### src/rtl/mfir_pkg.sv
`timescale 1ns/1ps
package mfir_pkg;
  localparam int unsigned SAMPLE_W  = 16;
  localparam int unsigned COEF_W    = 16;
  localparam int unsigned TAP_N     = 8;
  localparam int unsigned FRAC_BITS = 15;

  // headroom of the full-precision sum: pre-add bit, product, tree growth, rounding
  function automatic int unsigned acc_width(int unsigned dw, int unsigned cw,
                                            int unsigned npair);
    return dw + 1 + cw + $clog2(npair) + 1;
  endfunction
endpackage

### src/rtl/mfir_tapline.sv
`timescale 1ns/1ps
module mfir_tapline #(
  parameter int unsigned DW   = 16,
  parameter int unsigned TAPS = 8
) (
  input  logic               clk,
  input  logic               rst,
  input  logic               shift,
  input  logic [DW-1:0]      din,
  output logic [TAPS*DW-1:0] taps
);
  for (genvar i = 0; i < TAPS; i++) begin : g_stage
    logic [DW-1:0] q;
    logic [DW-1:0] feed;
    if (i == 0) begin : g_head
      assign feed = din;
    end else begin : g_body
      assign feed = g_stage[i-1].q;
    end
    always_ff @(posedge clk) begin
      if (rst)        q <= '0;
      else if (shift) q <= feed;
    end
    assign taps[i*DW +: DW] = q;
  end


  tap_hold_chk: assert property (@(posedge clk) disable iff (rst)
    !shift |=> $stable(taps));
endmodule

### src/rtl/mfir_pair_mult.sv
`timescale 1ns/1ps
module mfir_pair_mult #(
  parameter int unsigned DW = 16,
  parameter int unsigned CW = 16,
  localparam int unsigned PW = DW + 1,
  localparam int unsigned MW = PW + CW
) (
  input  logic                 clk,
  input  logic                 rst,
  input  logic                 adv,
  input  logic [DW-1:0]        tap_lo,
  input  logic [DW-1:0]        tap_hi,
  input  logic [CW-1:0]        coef,
  output logic signed [MW-1:0] prod
);
  logic signed [PW-1:0] pre_q;
  logic signed [CW-1:0] coef_q;

  // stage A: fold mirrored taps and capture the coefficient with them
  always_ff @(posedge clk) begin
    if (rst) begin
      pre_q  <= '0;
      coef_q <= '0;
    end else if (adv) begin
      pre_q  <= PW'($signed(tap_lo)) + PW'($signed(tap_hi));
      coef_q <= $signed(coef);
    end
  end

  // stage B: full-precision product
  always_ff @(posedge clk) begin
    if (rst)      prod <= '0;
    else if (adv) prod <= MW'(pre_q) * MW'(coef_q);
  end
endmodule

### src/rtl/mfir_sum_sat.sv
`timescale 1ns/1ps
module mfir_sum_sat #(
  parameter int unsigned MW    = 33,
  parameter int unsigned NPAIR = 4,
  parameter int unsigned FRAC  = 15,
  parameter int unsigned OW    = 16,
  parameter int unsigned SW    = 36
) (
  input  logic                 clk,
  input  logic                 rst,
  input  logic                 adv,
  input  logic [NPAIR*MW-1:0]  prods,
  output logic signed [OW-1:0] y
);
  localparam int unsigned NHALF = (NPAIR + 1) / 2;
  localparam logic signed [SW-1:0] HALF = SW'(1) << (FRAC - 1);
  localparam logic signed [SW-1:0] MAXV = (SW'(1) <<< (OW - 1)) - SW'(1);
  localparam logic signed [SW-1:0] MINV = -(SW'(1) <<< (OW - 1));

  // first tree level: neighbouring products
  logic [NHALF-1:0][SW-1:0] part;
  for (genvar j = 0; j < NHALF; j++) begin : g_lvl1
    if (2*j + 1 < NPAIR) begin : g_two
      assign part[j] = SW'($signed(prods[2*j*MW +: MW]))
                     + SW'($signed(prods[(2*j+1)*MW +: MW]));
    end else begin : g_one
      assign part[j] = SW'($signed(prods[2*j*MW +: MW]));
    end
  end

  // second level, then round half up and clamp
  logic signed [SW-1:0] total, rounded, shifted;
  logic signed [OW-1:0] y_d;
  always_comb begin
    total = '0;
    for (int j = 0; j < NHALF; j++) total = total + $signed(part[j]);
    rounded = total + HALF;
    shifted = rounded >>> FRAC;
    if (shifted > MAXV)      y_d = MAXV[OW-1:0];
    else if (shifted < MINV) y_d = MINV[OW-1:0];
    else                     y_d = shifted[OW-1:0];
  end

  always_ff @(posedge clk) begin
    if (rst)      y <= '0;
    else if (adv) y <= y_d;
  end
endmodule

### src/rtl/mirror_fir.sv
`timescale 1ns/1ps
module mirror_fir
  import mfir_pkg::*;
#(
  parameter int unsigned DW   = SAMPLE_W,
  parameter int unsigned CW   = COEF_W,
  parameter int unsigned TAPS = TAP_N,
  parameter int unsigned FRAC = FRAC_BITS,
  localparam int unsigned NP  = TAPS / 2
) (
  input  logic             clk,
  input  logic             rst,
  input  logic             in_valid,
  output logic             in_ready,
  input  logic [DW-1:0]    in_data,
  input  logic [NP*CW-1:0] coef_bus,
  output logic             out_valid,
  input  logic             out_ready,
  output logic [DW-1:0]    out_data,
  output logic [DW-1:0]    out_delayed
);
  localparam int unsigned MW = DW + 1 + CW;
  localparam int unsigned SW = acc_width(DW, CW, NP);

  logic adv, fire;
  assign adv      = !out_valid || out_ready;
  assign in_ready = adv;
  assign fire     = in_valid && adv;

  logic [TAPS*DW-1:0] taps;
  mfir_tapline #(.DW(DW), .TAPS(TAPS)) u_taps (
    .clk(clk), .rst(rst), .shift(fire), .din(in_data), .taps(taps)
  );

  // taps k and TAPS-1-k form pair k, weighted by coefficient lane k
  logic [NP*MW-1:0] prods;
  for (genvar k = 0; k < NP; k++) begin : g_pair
    logic signed [MW-1:0] p;
    mfir_pair_mult #(.DW(DW), .CW(CW)) u_pm (
      .clk(clk), .rst(rst), .adv(adv),
      .tap_lo(taps[k*DW +: DW]),
      .tap_hi(taps[(TAPS-1-k)*DW +: DW]),
      .coef(coef_bus[k*CW +: CW]),
      .prod(p)
    );
    assign prods[k*MW +: MW] = p;
  end

  logic signed [DW-1:0] y;
  mfir_sum_sat #(.MW(MW), .NPAIR(NP), .FRAC(FRAC), .OW(DW), .SW(SW)) u_sum (
    .clk(clk), .rst(rst), .adv(adv), .prods(prods), .y(y)
  );
  assign out_data = y;

  // valid flags and oldest tap travel alongside the arithmetic stages
  logic          vld_a, vld_b;
  logic [DW-1:0] dly_a, dly_b;
  always_ff @(posedge clk) begin
    if (rst) begin
      vld_a       <= 1'b0;
      vld_b       <= 1'b0;
      out_valid   <= 1'b0;
      dly_a       <= '0;
      dly_b       <= '0;
      out_delayed <= '0;
    end else if (adv) begin
      vld_a       <= fire;
      vld_b       <= vld_a;
      out_valid   <= vld_b;
      dly_a       <= taps[(TAPS-1)*DW +: DW];
      dly_b       <= dly_a;
      out_delayed <= dly_b;
    end
  end


  stall_hold_chk: assert property (@(posedge clk) disable iff (rst)
    (out_valid && !out_ready) |=> (out_valid && $stable(out_data) && $stable(out_delayed)));


  reset_clear_chk: assert property (@(posedge clk) disable iff (rst)
    $past(rst) |-> (!out_valid && out_data == '0 && out_delayed == '0));


  vld_chain_chk: assert property (@(posedge clk) disable iff (rst)
    $rose(out_valid) |-> $past(vld_b));
endmodule

### config.mk
export PLATFORM = sky130hd
export DESIGN_NAME = mirror_fir
export DESIGN_NICKNAME = d
export VERILOG_FILES = /design/src/rtl/mfir_pkg.sv /design/src/rtl/mfir_tapline.sv /design/src/rtl/mfir_pair_mult.sv /design/src/rtl/mfir_sum_sat.sv /design/src/rtl/mirror_fir.sv
export SDC_FILE = /design/constraint.sdc
export NUM_CORES = 2
export LEC_CHECK = 0
export BUFFER_PORTS_ARGS = -buffer_cell sky130_fd_sc_hd__clkbuf_2
export CAP_MARGIN = 40
export CORE_MARGIN = 3
export CORE_UTILIZATION = 30
export CTS_BUF_LIST = sky130_fd_sc_hd__clkbuf_2 sky130_fd_sc_hd__clkbuf_4 sky130_fd_sc_hd__clkbuf_8
export DETAILED_ROUTE_END_ITERATION = 7
export PLACE_DENSITY = 0.44
export SYNTH_ARGS = -nofsm -noshare
export SYNTH_HDL_FRONTEND = slang
export SYNTH_SLANG_ARGS = --single-unit
export TNS_END_PERCENT = 1
### constraint.sdc
create_clock -name clk -period 10.6 [get_ports clk]
set_input_delay 0.53 -clock clk [delete_from_list [all_inputs] [get_ports clk]]
set_output_delay 0.53 -clock clk [all_outputs]
set_load 0.02 [all_outputs]
# --- Word level (Yosys, flattened, before mapping) ---
# Cells that the tools add are included.
word_totals:
  register_bits: 459
  latch_bits: 0
  mem_bits_rw: 0
  rom_bits: 0
  inputBits: 84
  out_inout_bits: 34
  elab_cells: 46
  mem_count: 0
op_classes:
  add_sub_neg: 8
  mul: 4
  div_mod_pow: 0
  magnitude_cmp: 2
  eq_ne: 0
  n_shift: 0
  n_mux: 2
  bitwise: 0
  n_reduce_logical: 3
op_table:
  columns: ["cell", "n"]
  rows:
  - ["$mul 17x16->33", 4]
  - ["$add 16x16->17", 4]
  - ["$add 33x33->34", 2]
  - ["$add 36x16->36 const B", 1]
  - ["$add 36x36->36", 1]
  - ["$mux 16", 2]
  - ["$gt 21x16->1 const B", 1]
  - ["$lt 21x16->1 const B", 1]
  - ["$logic_and 1x1->1", 1]
  - ["$logic_not 1->1", 1]
  - ["$logic_or 1x1->1", 1]

# --- Depth between registers and ports, before layout ---
depth:
  word_depth: 6
  depth_mapped: 27
  mapped_depth_nobuf: 26

# --- Hierarchy ---
# A second synthesis with hierarchy kept.
unflattened:
  hier_cells: 7138
  hier_area_um2: 65101.2
modules_own_cells:
  columns: ["mod", "n_inst", "cells_per_inst", "area_each_um2", "seq_area_each_um2"]
  rows:
  - ["mfir_pair_mult (g_pair[1].u_pm ...)", 2, 1497, 13374.1, 1321.3]
  - ["mfir_pair_mult (g_pair[0].u_pm)", 1, 1512, 13495.4, 1321.3]
  - ["mfir_pair_mult (g_pair[3].u_pm)", 1, 1462, 13381.6, 1321.3]
  - ["mfir_sum_sat", 1, 571, 4757.1, 320.3]
  - ["mfir_tapline", 1, 412, 4652.0, 2562.5]
  - ["mirror_fir", 1, 187, 2067.0, 1021.0]

# --- Worst setup path after synthesis ---
# No wires, ideal clock.
synth_timing:
  kind: "register -> register"
  from: "register g_pair[3].u_pm.coef_q[6]"
  to: "register g_pair[3].u_pm.prod[32]"
  setup_ns: 0.117
  arrival_time_ns: 6.248
  t_required_ns: 10.483
  path_slack_ns: 4.234
  stages_incl_launch_ff: 25
  n_path_buf: 2
  period_less_slack_ns: 6.366
  cell_sequence: "dfxtp_1 -> clkbuf_1 -> clkbuf_1 -> nand2_1 -> fa_1 -> inv_1 -> fa_1 -> inv_1 -> fa_1 -> fa_1 -> inv_1 -> fa_1 -> inv_1 -> fa_1 -> inv_1 -> ha_1 -> a21o_1 -> a21o_1 -> a21o_1 -> a31oi_1 -> o31ai_1 -> a21oi_1 -> a21oi_1 -> or4_1 -> a32o_1"
synth_via:
  elab_chain_cells: 1
synth_rtl:
  columns: ["element", "line", "rtl"]
  rows:
  - ["start: declaration", "mfir_pair_mult.sv:17", "logic signed [CW-1:0] coef_q;"]
  - ["start signal: assignment", "mfir_pair_mult.sv:26", "coef_q <= $signed(coef);"]
  - ["$mul 17x16->33", "mfir_pair_mult.sv:33", "else if (adv) prod <= MW'(pre_q) * MW'(coef_q);"]
  - ["end signal: assignment", "mfir_pair_mult.sv:33", null]
  - ["end: declaration", "mfir_pair_mult.sv:14", "output logic signed [MW-1:0] prod"]
# Every way passes these cells.
# A chain may end at the register's enable or synchronous reset.

# --- Worst setup path in the final report ---
layout_timing:
  from: "register g_pair[0].u_pm.coef_q[4]"
  to: "register g_pair[0].u_pm.prod[32]"
layout_via:
  elab_chain_cells: 1
layout_rtl:
  columns: ["element", "line"]
  rows:
  - ["start: declaration", "mfir_pair_mult.sv:17"]
  - ["start signal: assignment", "mfir_pair_mult.sv:26"]
  - ["$mul 17x16->33", "mfir_pair_mult.sv:33"]
  - ["end signal: assignment", "mfir_pair_mult.sv:33"]
  - ["end: declaration", "mfir_pair_mult.sv:14"]
# Every way passes these cells.

==> results.yml <==
timing:
  clock_skew_ps: 40.1
  finalWorstSetupSlack_ps: 3490
  maxSlewHeadroom_pct: 38.0
  report.final.setup_viol: 0
  fin_crit_ps: 7110
  post-route-period-util_pct: 67.1
  worst_slew_pin_slew_ps: 928
  rsz0062_at_grt: "no"
  max_freq_mhz: 141
  hold_viol_final: 0
  drv_slew: 0
  fin_tns_setup_ps: 0
critical_path:
  r2r_slack_ps: 3490
  worst_r2r_startpoint: "g_pair[0].u_pm.coef_q[4]"
  critPathKind: "register to register"
  path_max_fanout: 18
  crit_family: "adder cells"
  crit_slowest_cell: "dfxtp_1"
  setup.worst_path.start_class: "register"
  crit_chain: "nand2_1 > fa_1 > inv_1 > fa_1 > inv_1 > fa_1 > fa_1 > inv_1 > fa_1 > inv_1 > fa_1 > inv_1 > ha_1 > a21o_1 > a21o_1 > a21oi_1 > a31oi_1 > nand2b_1 > a221oi_1 > o21bai_1 > o31ai_1 > nor4b_1 > a2111oi_0"
  crit_top_cell: "fa_1"
  critical_path_buf_inv_count: 5
  r2r_cells: 23
  worstPathRequired_ps: 11260
  cp_data_arrival_time_ps: 7770
  end_kind: "register"
  rr_endpoint: "g_pair[0].u_pm.prod[32]"
  slowest_delay_ps: 890
clocking:
  htree_levels: 3
  cts_tree: "done"
  insertion_delay_ps: 820
  cts.sinks: 459
  cts_buffers: 94
  path_clk_slew_ps: 70
  post_cts_buffers: 0
  clock_path_buffers: 3
  cts-root-buf: "clkbuf_8"
  cts_resized: 0
drt:
  drc: 0
  num_vias: 47900
  ant_nets: 0
  wl_per_cell_um: 18.3
  via_per_inst: 4.68
  detail_route.iter0.violations: 2347
  drt-total-wl_mm: 187
  firstDrtPassIters: 5
finish:
  syn_to_final_growth_pct: 10.4
  multi_input_area_um2: 48300
  fin_nets: 9089
  fill_cells: 22000
  drive_gt1_share_pct: 5.18
  regArea_um2: 9190
  final_area_um2: 69800
place:
  post_dp_cell_area_um2: 66900
  gp_congestion: 0.818
  numPortBuffers: 117
  dp_slack_ps: 3500
  place_hpwl_mm: 148
power:
  netSwitchingFraction_pct: 36.4
  peakVddDrop_v: 0.0000884
  power_frac_seq_pct: 34.2
  p_sw_uw: 2130
  internal_power_uw: 3720
  p_leak_uw: 0.0303
  p_per_area_nw_per_um2: 83.7
  p_clk_share_pct: 36.7
  pwr-share-comb_pct: 29.1
synth:
  syn_area_um2: 63200
  synth_edf_count: 0
  yosysUniqueCellTypes: 84
  synthCells: 7325
  ys_ff_latch: 459
  synth_warnings: 0
  synth.avg_cell_area_um2: 8.63
  syn_nets: 9051
  ys_seq_area_share_pct: 14.5
  ys.flop_type: "dfxtp_1"
  ys_async_sr_fraction_pct: 0
worst_hold_path:
  worstHoldEndpoint: "g_pair[3].u_pm.coef_q[1]"
  whs_path_depth: 3
  hp-start: "coef_bus[49]"
  min_path_type: "input pin to register"
outcome:
  outcome: "finished clean"
grt:
  grt_max_degree: 125
  grt_pass1_wl_mm: 303
  grt_overflow: 0
  grtUsageTotal_pct: 17.7
  antenna_found_initial: 3
  grt_pass1_vias: 51800
floorplanning:
  die_y_um: 465
  dieWidth_um: 465
  ioPinCount: 118
  initial_utilization_pct: 30.4
  fp-row-count: 167
  dieArea_um2: 216000
  coreArea_um2: 208000
job:
  drv_cap: 0
[cells by family after synthesis]
logic type | count (synthesis) | synth area share, %
AO/OA/AOI/OAI | 1071 | 10.2
buffers and inverters | 1548 | 9.21
AND/OR/NAND/NOR | 2353 | 16.9
adder cells (fa/ha/maj) | 1642 | 45.7
XOR/XNOR | 249 | 3.46
multiplexers | 3 | 0.0495
flip-flops | 459 | 14.5
[worst register-to-register path: stages, from the launching register on]
cell,delay [ps]
dfxtp_1,890
nand2_1,200
fa_1,580
inv_1,50
fa_1,490
inv_1,60
fa_1,490
fa_1,550
inv_1,50
fa_1,480
inv_1,50
fa_1,470
inv_1,40
ha_1,320
a21o_1,190
a21o_1,170
a21oi_1,180
a31oi_1,160
nand2b_1,280
a221oi_1,320
o21bai_1,150
o31ai_1,300
nor4b_1,90
a2111oi_0,400
[metrics by stage]
step / hold WS, ps / utilization, % / total power, µW / std cells
global placement: 442 / 31.9 / 3720 / 9946
CTS: 50.4 / 33.5 / 5980 / 10200
global route: 59.1 / 33.5 / 6240 / 10200
floorplan: 429 / - / 3130 / 7325
detailed placement: 446 / 32.1 / 3740 / 9975
finish: 108 / 33.5 / 5840 / 10200
[state kept, by name (all words and copies together) (netlist names)]
signal and flops:
vld_b 1, g_pair.u_pm.prod 132, dly_a 16, dly_b 16
out_valid 1, out_delayed 16, u_taps.g_stage.q 128, u_sum.y 16
g_pair.u_pm.coef_q 64, g_pair.u_pm.pre_q 68, vld_a 1
[power groups by stage]
stage | Sequential, µW | Combinational [µW] | Clock [µW]
2_1_floorplan | 1950 | 1180 | 0
3_3_place_gp | 2050 | 1670 | 0
3_5_place_dp | 2040 | 1700 | 0
4_1_cts | 2000 | 1740 | 2240
5_1_grt | 2010 | 1920 | 2310
6_report | 2000 | 1700 | 2140
[synthesized netlist by cell type, types with 6 or more instances]
library cell | n | area (µm²)
a211oi_1 | 28 | 210
a41oi_1 | 7 | 61.3
a21boi_0 | 10 | 75.1
nand3b_1 | 6 | 45.0
buf_1 | 10 | 37.5
a31oi_1 | 18 | 113
a211o_1 | 11 | 96.3
nor3_1 | 50 | 250
o21bai_1 | 31 | 233
inv_1 | 1223 | 4590
or3_1 | 23 | 144
nor3b_1 | 9 | 67.6
nor2_1 | 146 | 548
clkbuf_1 | 311 | 1170
fa_1 | 1110 | 22200
a2111oi_0 | 10 | 87.6
o21ai_1 | 35 | 175
ha_1 | 532 | 6660
and2_1 | 432 | 2700
nor2b_1 | 34 | 213
xor2_1 | 72 | 631
a21o_1 | 88 | 661
a21oi_1 | 563 | 2820
a221o_1 | 15 | 150
nand4_1 | 13 | 81.3
o211ai_1 | 19 | 143
o21ai_0 | 123 | 616
nand2b_1 | 92 | 576
o21a_1 | 29 | 218
xnor2_1 | 176 | 1540
o31ai_1 | 8 | 60.1
and3_1 | 30 | 188
nand2_1 | 1442 | 5410
a221oi_1 | 7 | 61.3
a311oi_1 | 8 | 70.1
nand3_1 | 58 | 290
dfxtp_1 | 459 | 9190
[metal layers]
metal	share of wire, %	GRT usage, %	wire (µm)
met5	0	0	0
met4	1.9	3.51	3460
met3	2.9	1.99	5430
met2	48	30.4	89700
met1	47	24.1	88300
[worst max-delay path by stage]
stage | startpoint | endpoint | slack, ps | cells after the start
after floorplan | g_pair[3].u_pm.coef_q[6] | g_pair[3].u_pm.prod[32] | 4230 | 24
after global placement | g_pair[2].u_pm.coef_q[1] | g_pair[2].u_pm.prod[31] | 3520 | 21
after detailed placement | g_pair[0].u_pm.coef_q[4] | g_pair[0].u_pm.prod[32] | 3500 | 23
after CTS | g_pair[0].u_pm.coef_q[4] | g_pair[0].u_pm.prod[32] | 3410 | 23
after global routing | g_pair[0].u_pm.coef_q[4] | g_pair[0].u_pm.prod[32] | 2860 | 23
final | g_pair[0].u_pm.coef_q[4] | g_pair[0].u_pm.prod[32] | 3490 | 23
[cells in the final DEF (no fill, tap or decap), types with 72 or more instances in the layout]
cell type	netlist	routed
inv_1	1223	1223
a21o_1	88	88
clkbuf_8	0	117
clkbuf_2	0	116
nor2_1	146	144
a21oi_1	563	563
ha_1	532	532
nand2_1	1442	1441
dlygate4sd3_1	0	79
o21ai_0	123	123
fa_1	1110	1110
and2_1	432	431
xnor2_1	176	176
xor2_1	72	72
dfxtp_1	459	459
nand2b_1	92	91
[final cells by class]
class | instances | area share [%]
multi-input combinational | 5318 | 69.1
clock inverter | 26 | 0.475
timing repair buffer | 266 | 3.10
tap | 2788 | 4.99
clock buffer | 141 | 2.56
antenna | 9 | 0.0322
sequential | 459 | 13.2
inverter | 1224 | 6.59
[repair_timing]
item | in CTS | in global routing
endpoints found under the setup margin | 0 | 0
hold buffers | 79 | 0
endpoints found under the hold margin | 79 | 0
Power figures use the tool's default switching activity.
